## src/rtl/ppg_pkg.sv

```systemverilog
package ppg_pkg;

    localparam int MAX_STAGES = 32;

    typedef enum logic [1:0] {
        STG_RINGS   = 2'd0,
        STG_LONG    = 2'd1,
        STG_COUNTER = 2'd2
    } stage_kind_e;

    function automatic bit is_prime(int n);
        if (n < 2) return 1'b0;
        for (int d = 2; d * d <= n; d++) begin
            if (n % d == 0) return 1'b0;
        end
        return 1'b1;
    endfunction

    function automatic int gcd(int a, int b);
        int x;
        int y;
        int t;
        x = a;
        y = b;
        while (y != 0) begin
            t = x % y;
            x = y;
            y = t;
        end
        return x;
    endfunction

    // Length of the idx-th ring of a stage whose remaining period is n.
    // Zero when the stage has fewer rings than idx+1.
    function automatic int ring_len(int n, int lmax, int idx);
        int seen;
        int q;
        seen = 0;
        for (int p = 2; p <= lmax; p++) begin
            if (is_prime(p) && (n % p == 0)) begin
                q = 1;
                while ((q * p <= lmax) && (n % (q * p) == 0)) q = q * p;
                if (seen == idx) return q;
                seen++;
            end
        end
        return 0;
    endfunction

    function automatic int ring_count(int n, int lmax);
        int c;
        c = 0;
        for (int p = 2; p <= lmax; p++) begin
            if (is_prime(p) && (n % p == 0)) c++;
        end
        return c;
    endfunction

    function automatic int ring_product(int n, int lmax);
        int prod;
        prod = 1;
        for (int i = 0; i < ring_count(n, lmax); i++) begin
            prod = prod * ring_len(n, lmax, i);
        end
        return prod;
    endfunction

    // Period still to be covered at the input of stage s.
    function automatic int stage_span(int period, int lmax, int s);
        int n;
        int pr;
        n = period;
        for (int i = 0; i < s; i++) begin
            pr = ring_product(n, lmax);
            if (pr == 1) n = 1;
            else n = n / pr;
        end
        return n;
    endfunction

    function automatic int stage_count(int period, int lmax);
        int c;
        c = 0;
        for (int s = 0; s < MAX_STAGES; s++) begin
            if (stage_span(period, lmax, s) > 1) c = s + 1;
        end
        return c;
    endfunction

    function automatic stage_kind_e stage_kind(int n, int lmax, int longmax);
        if (ring_product(n, lmax) > 1) return STG_RINGS;
        if (n <= longmax) return STG_LONG;
        return STG_COUNTER;
    endfunction

endpackage

```

## src/rtl/ppg_ring.sv

```systemverilog
module ppg_ring #(
    parameter int LEN = 2
) (
    input  logic clk,
    input  logic rst,
    input  logic adv,
    output logic tap
);
    localparam logic [LEN-1:0] SEED = {1'b1, {(LEN-1){1'b0}}} >> 0;

    logic [LEN-1:0] ring_q;

    always_ff @(posedge clk) begin
        if (rst) begin
            ring_q <= SEED;
        end else if (adv) begin
            ring_q <= (ring_q >> 1) | (ring_q << (LEN - 1));
        end
    end

    assign tap = ring_q[0];


    ring_onehot_chk: assert property (@(posedge clk) disable iff (rst)
        $onehot(ring_q));


    ring_hold_chk: assert property (@(posedge clk) disable iff (rst)
        !adv |=> $stable(ring_q));

endmodule

```

## src/rtl/ppg_counter.sv

```systemverilog
module ppg_counter #(
    parameter int N = 17
) (
    input  logic clk,
    input  logic rst,
    input  logic adv,
    output logic tap
);
    localparam int W = (N > 2) ? $clog2(N) : 1;
    localparam logic [W-1:0] LAST = W'(N - 1);

    logic [W-1:0] cnt_q;

    always_ff @(posedge clk) begin
        if (rst) begin
            cnt_q <= '0;
        end else if (adv) begin
            cnt_q <= (cnt_q == LAST) ? '0 : cnt_q + 1'b1;
        end
    end

    assign tap = (cnt_q == LAST);


    cnt_bound_chk: assert property (@(posedge clk) disable iff (rst)
        cnt_q <= LAST);


    cnt_hold_chk: assert property (@(posedge clk) disable iff (rst)
        !adv |=> $stable(cnt_q));

endmodule

```

## src/rtl/ppg_stage.sv

```systemverilog
module ppg_stage
    import ppg_pkg::*;
#(
    parameter int SPAN     = 2,
    parameter int MAX_RING = 16,
    parameter int LONG_MAX = 0
) (
    input  logic clk,
    input  logic rst,
    input  logic en_in,
    output logic fire_out
);
    localparam stage_kind_e KIND   = stage_kind(SPAN, MAX_RING, LONG_MAX);
    localparam int          NRINGS = ring_count(SPAN, MAX_RING);

    generate
        if (KIND == STG_RINGS) begin : g_rings
            logic [NRINGS-1:0] taps;
            for (genvar r = 0; r < NRINGS; r++) begin : g_ring
                ppg_ring #(.LEN(ring_len(SPAN, MAX_RING, r))) ring_u (
                    .clk (clk),
                    .rst (rst),
                    .adv (en_in),
                    .tap (taps[r])
                );
            end
            assign fire_out = en_in & (&taps);


            initial begin
                for (int a = 0; a < NRINGS; a++) begin
                    coprime_rings_chk: assert (ring_len(SPAN, MAX_RING, a) <= MAX_RING);
                    for (int b = a + 1; b < NRINGS; b++) begin
                        pair_gcd_chk: assert (gcd(ring_len(SPAN, MAX_RING, a),
                                                  ring_len(SPAN, MAX_RING, b)) == 1);
                    end
                end
            end
        end else if (KIND == STG_LONG) begin : g_long
            logic tap;
            ppg_ring #(.LEN(SPAN)) long_u (
                .clk (clk),
                .rst (rst),
                .adv (en_in),
                .tap (tap)
            );
            assign fire_out = en_in & tap;
        end else begin : g_count
            logic tap;
            ppg_counter #(.N(SPAN)) cnt_u (
                .clk (clk),
                .rst (rst),
                .adv (en_in),
                .tap (tap)
            );
            assign fire_out = en_in & tap;
        end
    endgenerate


    stage_fire_en_chk: assert property (@(posedge clk) disable iff (rst)
        fire_out |-> en_in);

endmodule

```

## src/rtl/periodic_pulse_gen.sv

```systemverilog
module periodic_pulse_gen
    import ppg_pkg::*;
#(
    parameter int PERIOD        = 510,
    parameter int MAX_RING      = 16,
    parameter int LONG_RING_MAX = 0
) (
    input  logic clk,
    input  logic rst,
    input  logic count_en,
    output logic pulse
);
    localparam int NST = stage_count(PERIOD, MAX_RING);

    logic [NST:0] chain;

    assign chain[0] = count_en;

    generate
        for (genvar s = 0; s < NST; s++) begin : g_stage
            ppg_stage #(
                .SPAN     (stage_span(PERIOD, MAX_RING, s)),
                .MAX_RING (MAX_RING),
                .LONG_MAX (LONG_RING_MAX)
            ) stage_u (
                .clk      (clk),
                .rst      (rst),
                .en_in    (chain[s]),
                .fire_out (chain[s+1])
            );
        end
    endgenerate

    assign pulse = chain[NST];


    initial begin
        period_valid_chk: assert (PERIOD >= 1 && MAX_RING >= 2);
        chain_closed_chk: assert (stage_span(PERIOD, MAX_RING, NST) == 1);
    end


    pulse_needs_en_chk: assert property (@(posedge clk) disable iff (rst)
        pulse |-> count_en);

    generate
        if (PERIOD > 1) begin : g_width

            single_cycle_chk: assert property (@(posedge clk) disable iff (rst)
                pulse |=> !pulse);
        end
    endgenerate

endmodule

```

## config.mk

```make
export PLATFORM = sky130hd
export DESIGN_NAME = periodic_pulse_gen
export DESIGN_NICKNAME = d
export VERILOG_FILES = /design/src/rtl/ppg_pkg.sv /design/src/rtl/ppg_ring.sv /design/src/rtl/ppg_counter.sv /design/src/rtl/ppg_stage.sv /design/src/rtl/periodic_pulse_gen.sv
export SDC_FILE = /design/constraint.sdc
export NUM_CORES = 1
export LEC_CHECK = 0
export BUFFER_PORTS_ARGS = -buffer_cell sky130_fd_sc_hd__buf_2
export CAP_MARGIN = 30
export CORE_AREA = 5 5 42 44
export DETAILED_ROUTE_END_ITERATION = 16
export DIE_AREA = 0 0 47 49
export PLACE_DENSITY_LB_ADDON = 0.2
export SLEW_MARGIN = 10
export SYNTH_ARGS = -nofsm -noshare
export SYNTH_HDL_FRONTEND = slang
export SYNTH_SLANG_ARGS = --single-unit
```

## constraint.sdc

```tcl
create_clock -name clk -period 1.5 [get_ports clk]
set_input_delay 0 -clock clk [delete_from_list [all_inputs] [get_ports clk]]
set_output_delay 0 -clock clk [all_outputs]
set_load 0.05 [all_outputs]
```

Word level (Yosys, flattened, before mapping)

Cells that the tools add are included.

$add $sub $neg: 1
Equal/unequal tests: 1
Mux-type cells: 1
Bitwise logic cells: 5
Reductions and logical operators: 1

Operators with widths:

| operator                                                      | number |
|---|---|
| 5-bit by 1-bit adder with 5-bit output, second input constant | 1 |
| 5-bit == test, second input constant                          | 1 |
| 5-bit two-way mux                                             | 1 |
| 4-bit by 5-bit OR with 5-bit output                           | 1 |
| 2-bit by 3-bit OR with 3-bit output                           | 1 |
| 3-bit AND reduction                                           | 1 |
| 1-bit bitwise AND                                             | 2 |
| 1-bit by 2-bit OR with 2-bit output                           | 1 |

Bits in registers: 15
Bits of input ports: 3
Output and inout port bits: 1
Word-level logic and storage cells: 13

Longest topological paths before layout

Gate-level depths: netlist of run 1.

Depth after elaboration: 3
Mapped depth: 5
Gate-level depth less buffers: 5

Hierarchy

From an unflattened synthesis of run 1, not the netlist that was laid out.

Cells, all modules: 58
Area total of the unflattened synthesis: 606.8 um^2

By module, submodules not included:

| module                                                  | instances | cells each | area each (um^2) | sequential area each (um^2) |
|---|---|---|---|---|
| ppg_counter                                             | 1         | 25         | 236.5            | 100.1 |
| ppg_ring at g_stage[0].stage_u.g_rings.g_ring[2].ring_u | 1         | 16         | 183.9            | 100.1 |
| ppg_ring at g_stage[0].stage_u.g_rings.g_ring[1].ring_u | 1         | 9          | 102.6            | 60.1 |
| ppg_ring at g_stage[0].stage_u.g_rings.g_ring[0].ring_u | 1         | 6          | 68.8             | 40.0 |
| ppg_stage at g_stage[0].stage_u                         | 1         | 1          | 8.8              | 0.0 |
| ppg_stage at g_stage[1].stage_u                         | 1         | 1          | 6.3              | 0.0 |

Worst setup path before layout of run 1

Ideal clock, no wire load.

Path type: register -> output
Start: register g_stage[1].stage_u.g_count.cnt_u.cnt_q[0]
End: output pulse
Data arrival time: 1,350 ps
Required time: 1,500 ps
Slack: 150 ps
Cell stages (with the launch flop): 5
Path buffers: 0
Cells stage by stage: dfxtp_1 inv_1 ha_1 nand4bb_1 nor2_1

Longest elaborated chain between the ends: 2

RTL lines:

| what                     | RTL line                 | source |
|---|---|---|
| start: declaration       | ppg_counter.sv:12        | `logic [W-1:0] cnt_q;` |
| start signal: assignment | ppg_counter.sv:18        | `cnt_q <= (cnt_q == LAST) ? '0 : cnt_q + 1'b1;` |
| 5-bit == test            | ppg_counter.sv:22        | `assign tap = (cnt_q == LAST);` |
| 1-bit bitwise AND        | ppg_stage.sv:56          | `assign fire_out = en_in & tap;` |
| end: declaration         | periodic_pulse_gen.sv:11 | `output logic pulse` |

Every way passes these cells.

Final worst setup path of run 1

Same ends and word-level chain as after synthesis.

==> run metrics, run 1 <==
Slew Limit Fails 0; placed insts 79; Seq/Total Area, Yosys 48.78%; crit-path max FO 4; multiplexer area fraction after synthesis 11.38%; vias in the first global route 400; Core ar. 1401 um2; Worst Path Required 1.50 ns; synthesis-to-layout area growth 8.943%; Post-Synth Adder-Cell Area 4.065%; NetSw 0.1463 mW; clock-pin slew of the registers on the worst-case setup and hold paths 0.08 ns; CP Cell Sequence inv_1 -> ha_1 -> nand4bb_1 -> nor2_1 -> clkbuf_4; grt ovf 0; Post-CTS Setup Bufs 0; largest net degree at the start of global routing 16; Root Buffer Master clkbuf_4; status finished, final reports clean; total iterations of the first detailed-routing run 4; area share of xor/xnor cells in the synthesized design 0%; top-count cell post-synth dfxtp_1; post-route non-filler standard cell count 83; Syn Std Cell Area 615.6 um2; CP bufs+invs 2; FF+latch count, synth 15; Synth cell types 22; max_cap viols 0; slew at the pin closest to its max-slew limit 0.3119 ns; Final ANT Viol Nets 0; CP endpoint kind output pin; post-synth net total 67; Setup-failing EPs final 0; Final Hold Viols 0; asr flop ratio synth 0%; PwrDens 1017 nW/um2; depth of the CTS H-tree 1; fin crit share 91.27%; met3 WL 29 um; Slew headroom 79.21%; Die Footprint 2303 um2; Synth top cells by count dfxtp_1 (15), nor2_1 (8), mux2i_1 (7); RSZ-0062 raised after global routing false; Peak VDD IR 0.6268 mV; synth warn 0; Sequential Power Share 62.0%; Achievable Freq 730.4 MHz; clock tree from TritonCTS done; slowest stage delay, CP 0.34 ns; syn_area_per_cell 9.929 um2; nets 73; Iteration-0 DRC Markers 12; number of antenna violations at the first check in global routing 0; Initial Util 43.93%; Highest Signal Layer met4; DR DRC count 0; layout cells sized above 1 11.94%; top-area cell type share of the netlist area 48.78%; Critical Path AT 1.37 ns; final instance area 670.6 um2; P_int 0.5359 mW; Chip Width 47 um; main combinational cell family by area after synthesis simple AND/OR/NAND/NOR gates; Comb power frac 5.8%; r2r setup slk 0.28 ns; cells after synthesis 62; Detail Placement HPWL 682.7 um; placed cell area 641.9 um2; number of enable flip-flop cells after synthesis 0; first-pass GRT wire length 1704 um; Static Leak 0.2670 nW; cts bufs inserted 3; routability cong. 0.7866; Ports 4; Worst Skew 0.003358 ns; clock latency on the worst-skew pair 0.27 ns; Top FF cell, synth dfxtp_1; Post-CTS Hold Buffers 0; FP Rows 14; sw frac 21.44%; DR vias 444; Sink Count 15; Die Ht 49 um; gr usage total 10.19%; wl on met1 489 um; Compound-Gate Fraction of Synth Area 13.82%; Met2 Wirelength 443 um; PortBufs 3; Synth Area in Simple Gates 18.09%; DRT Wirelength 975 um; setup TNS 0 ns; Setup crit start kind flop; top cells by area, synth dfxtp_1 (49%), mux2i_1 (11%), nor2_1 (4.9%), a211o_1 (4.3%), ha_1 (4.1%); routed vias/inst 5.349; Antenna Cells 0; dominant cell type by area after synthesis dfxtp_1; min Tclk post-route 1.369 ns; Crit Path Class reg2out; kind of cell adding the most delay to the critical path flip-flops; worst hold path type in2reg; clock share of power 32.2%; clk buf depth 2; Avg WL per Cell 11.75 um; critical path's slowest cell dfxtp_1
-- cell type report --
cell class / count / area, um2
multi-input combinational: 42 / 291.5
fill: 146 / 730.7
inverter: 2 / 7.507
clock buffer: 4 / 26.28
sequential: 15 / 300.3
tap: 16 / 20.02
timing repair buffer: 4 / 25.02
-- power by group through the flow --
stage / Combinational (mW) / Sequential, mW / Clock (mW)
3_5_place_dp: 0.0404 / 0.432 / 0
3_3_place_gp: 0.0396 / 0.432 / 0
4_1_cts: 0.0405 / 0.423 / 0.236
5_1_grt: 0.0446 / 0.425 / 0.257
6_report: 0.0397 / 0.423 / 0.219
2_1_floorplan: 0.0318 / 0.430 / 0
-- cells in the final DEF (no fill, tap or decap) --
master / count
dfxtp_1: 15
nor2_1: 8
mux2i_1: 7
nand2_1: 4
clkbuf_4: 4
nor2b_1: 3
a211o_1: 3
nand3_1: 3
a21oi_1: 3
inv_1: 2
ha_1: 2
buf_2: 2
nand4_1: 1
nand4bb_1: 1
and4_1: 1
a41oi_1: 1
a311oi_2: 1
o21ai_0: 1
or3_1: 1
a31oi_1: 1
a311oi_1: 1
clkbuf_1: 1
buf_4: 1
-- per-layer routing --
metal	vias to the layer above	global-route usage, %
met5	-	0
met4	0	6.912
met3	2	3.321
met2	3	13.57
met1	207	13.39
li1	232	-
-- worst reg2reg max path: cells and delay by family (launching register included) --
family                   cells  cell delay [ns]
buffers and inverters        1             0.07
AND/OR/NAND/NOR              2             0.26
flip-flops                   1             0.37
AO/OA/AOI/OAI                1             0.25
adder cells (fa/ha/maj)      1             0.19
-- logic make-up (layout without fill, tap and decap cells) --
family / after synthesis / after routing
and+or+nand+nor: 22 / 22
DFF: 15 / 15
AOI/OAI and AO/OA: 11 / 11
muxes: 7 / 7
buffers and inverters: 5 / 10
adders and majority gates: 2 / 2
-- flip-flops by register name (all words and copies together), names as in the netlist --
signal	cells
g_stage.stage_u.g_rings.g_ring.ring_u.ring_q	10
g_stage.stage_u.g_count.cnt_u.cnt_q	5
-- metrics by stage --
step	power [mW]	hold WS, ns	setup slack, ns	util, %
floorplan	0.4615	0.06786	0.1503	-
CTS	0.7002	0.06751	0.08194	47.68
global route	0.7261	0.05905	0.01048	47.86
detailed placement	0.4727	0.3623	0.3001	45.80
finish	0.6822	0.07104	0.1310	47.86
global placement	0.4713	0.3509	0.3183	45.80
-- repair_timing --
item,CTS,global route
gates resized for setup,0,1
endpoints found under the hold margin,0,0
setup endpoints to repair,0,1
-- final timing paths --
path / start / end / cells after the start
min: rst / flop / 2
min reg2reg: flop / flop / 2
max: g_stage[1].stage_u.g_count.cnt_u.cnt_q[0] / pulse / 5
max reg2reg: g_stage[1].stage_u.g_count.cnt_u.cnt_q[0] / g_stage[1].stage_u.g_count.cnt_u.cnt_q[4] / 5
No activity file was read; power rests on OpenSTA's default activity.
==> run 2: changes to the inputs <==
--- a/config.mk
+++ b/config.mk
@@ -5,9 +5,11 @@
 export SDC_FILE = /design/constraint.sdc
 export NUM_CORES = 1
 export LEC_CHECK = 0
+export ABC_AREA = 1
 export BUFFER_PORTS_ARGS = -buffer_cell sky130_fd_sc_hd__buf_2
 export CAP_MARGIN = 30
 export CORE_AREA = 5 5 42 44
+export CTS_CLUSTER_DIAMETER = 40
 export DETAILED_ROUTE_END_ITERATION = 16
 export DIE_AREA = 0 0 47 49
 export PLACE_DENSITY_LB_ADDON = 0.2
==> run metrics, run 2 <==
status finished, final reports clean; routability cong. 0.6950; routed vias/inst 4.786; slew at the pin closest to its max-slew limit 0.2966 ns; post-place setup slack 0.3879 ns; Initial Util 46.07%; Worst Skew 0.005403 ns; Crit Path Class reg2out; Final ANT Viol Nets 0; Achievable Freq 732.0 MHz; Final Core Density 50.45%; synth warn 0; Avg WL per Cell 9.607 um; DRT Wirelength 1076 um; CP Cell Sequence inv_1 -> ha_1 -> nand2_1 -> nor2_1 -> nand2_1 -> inv_1 -> buf_2; post-route non-filler standard cell count 112; clock latency on the worst-skew pair 0.27 ns; first-pass GRT wire length 1925 um; asr flop ratio synth 0%; DR vias 536; Post-CTS Setup Bufs 0; Final Hold Viols 0; Critical Path AT 1.37 ns; Iteration-0 DRC Markers 11; Post-CTS Hold Buffers 1; Peak VDD IR 0.5566 mV; crit-path max FO 4; Static Leak 0.3381 nW; placed insts 107; max_cap viols 0; final setup margin 0.1338 ns; RSZ-0062 raised after global routing false; clock tree from TritonCTS done; number of enable flip-flop cells after synthesis 0; final instance area 706.9 um2; clk buf depth 2; Setup-failing EPs final 0; Worst Path Required 1.50 ns; cells after synthesis 90; total iterations of the first detailed-routing run 3; dominant cell type by area after synthesis dfxtp_1; Core ar. 1401 um2; Antenna Cells 0; Synth top cells by count nor2_1 (23), nand2_1 (20), dfxtp_1 (15); placed cell area 670.6 um2; gr usage total 11.05%; Detail Placement HPWL 828.7 um; grt ovf 0; syn_area_per_cell 7.174 um2; commonest non-fill, non-tap cell in the layout nor2_1; cts bufs inserted 3; CTS resizes 0; number of antenna violations at the first check in global routing 0; Die Footprint 2303 um2; clock-pin slew of the registers on the worst-case setup and hold paths 0.08 ns; CP bufs+invs 3; PwrDens 983.0 nW/um2; Syn Std Cell Area 645.6 um2; post-synth net total 95; Seq/Total Area, Yosys 46.51%; Die Ht 49 um; slowest stage delay, CP 0.34 ns; min Tclk post-route 1.366 ns; FF+latch count, synth 15; Ports 4; Largest register FFs 10; Sink Count 15; DR DRC count 0; worst hold path type in2reg; Slew headroom 80.21%; top-area cell type share of the netlist area 46.51%; synthesis-to-layout area growth 9.496%; Chip Width 47 um; setup TNS 0 ns; depth of the CTS H-tree 1; top cells by area, synth dfxtp_1 (47%), nor2_1 (13%), nand2_1 (12%), o21ai_0 (6.2%), nand3_1 (4.7%); Top FF cell, synth dfxtp_1; Synth cell types 13; Slew Limit Fails 0; kind of cell adding the most delay to the critical path buffers and inverters; layout cells sized above 1 11.46%; PortBufs 3; Root Buffer Master clkbuf_4; CP endpoint kind output pin; biggest registers after layout g_stage.stage_u.g_rings.g_ring.ring_u.ring_q x10, g_stage.stage_u.g_count.cnt_u.cnt_q x5; largest net degree at the start of global routing 13; Setup crit start kind flop; vias in the first global route 518; top-count cell post-synth nor2_1; nets 102; fin crit share 91.08%; FP Rows 14; most frequent cells in the layout nor2_1 (23), nand2_1 (20), dfxtp_1 (15); critical path's slowest cell dfxtp_1; most flop-heavy register g_stage.stage_u.g_rings.g_ring.ring_u.ring_q
-- run 2: metrics by stage --
step | hold WS [ns] | power [mW]
final | 0.07735 | 0.6949
after global routing | 0.07884 | 0.7378
after CTS | 0.07015 | 0.7096
after detailed placement | 0.1827 | 0.4853
after global placement | 0.1793 | 0.4840
after floorplan | 0.06687 | 0.4739
-- run 2: cell families after synthesis --
group / Yosys count / share of synthesized area [%]
and+or+nand+nor: 55 / 37.21
DFF: 15 / 46.51
buffers and inverters: 10 / 6.202
AOI/OAI and AO/OA: 8 / 6.202
adders and majority gates: 2 / 3.875
-- run 2: layer usage --
metal,part of all wire (%),track usage [%],up-vias
met1,44,12.53,244
met2,55,17.19,1
met5,0,0,-
met3,1.3,4.059,0
li1,-,-,291
met4,0,5.991,0
-- run 2: report_power, final --
| group | switching (mW) | internal, mW |
|---|---|---|
| registers | 0.0115 | 0.418 |
| logic | 0.0303 | 0.0173 |
| clock network | 0.115 | 0.103 |
-- run 2: cell type report --
| cell class | instances | area, um2 |
|---|---|---|
| clock buffers | 4 | 26.28 |
| inverters | 8 | 30.03 |
| fillers | 157 | 694.4 |
| multi-input cells | 65 | 305.3 |
| well taps | 16 | 20.02 |
| repair buffers | 4 | 25.02 |
| flip-flops and latches | 15 | 300.3 |
-- run 2: path summary, 6_finish.rpt --
path / startpoint / endpoint / slack (ns) / depth (start not counted)
worst max-delay path: g_stage[1].stage_u.g_count.cnt_u.cnt_q[0] / pulse / 0.13 / 7
worst min register to register: flop / flop / 0.47 / 2
worst max register to register: g_stage[1].stage_u.g_count.cnt_u.cnt_q[1] / g_stage[1].stage_u.g_count.cnt_u.cnt_q[4] / 0.38 / 6
worst min-delay path: count_en / flop / 0.08 / 3
-- run 2: worst register-to-register path: cells and delay by family (launching register included) --
kind / cells / cell delay, ns
simple gates: 5 / 0.42
flops: 1 / 0.39
fa+ha+maj: 1 / 0.22
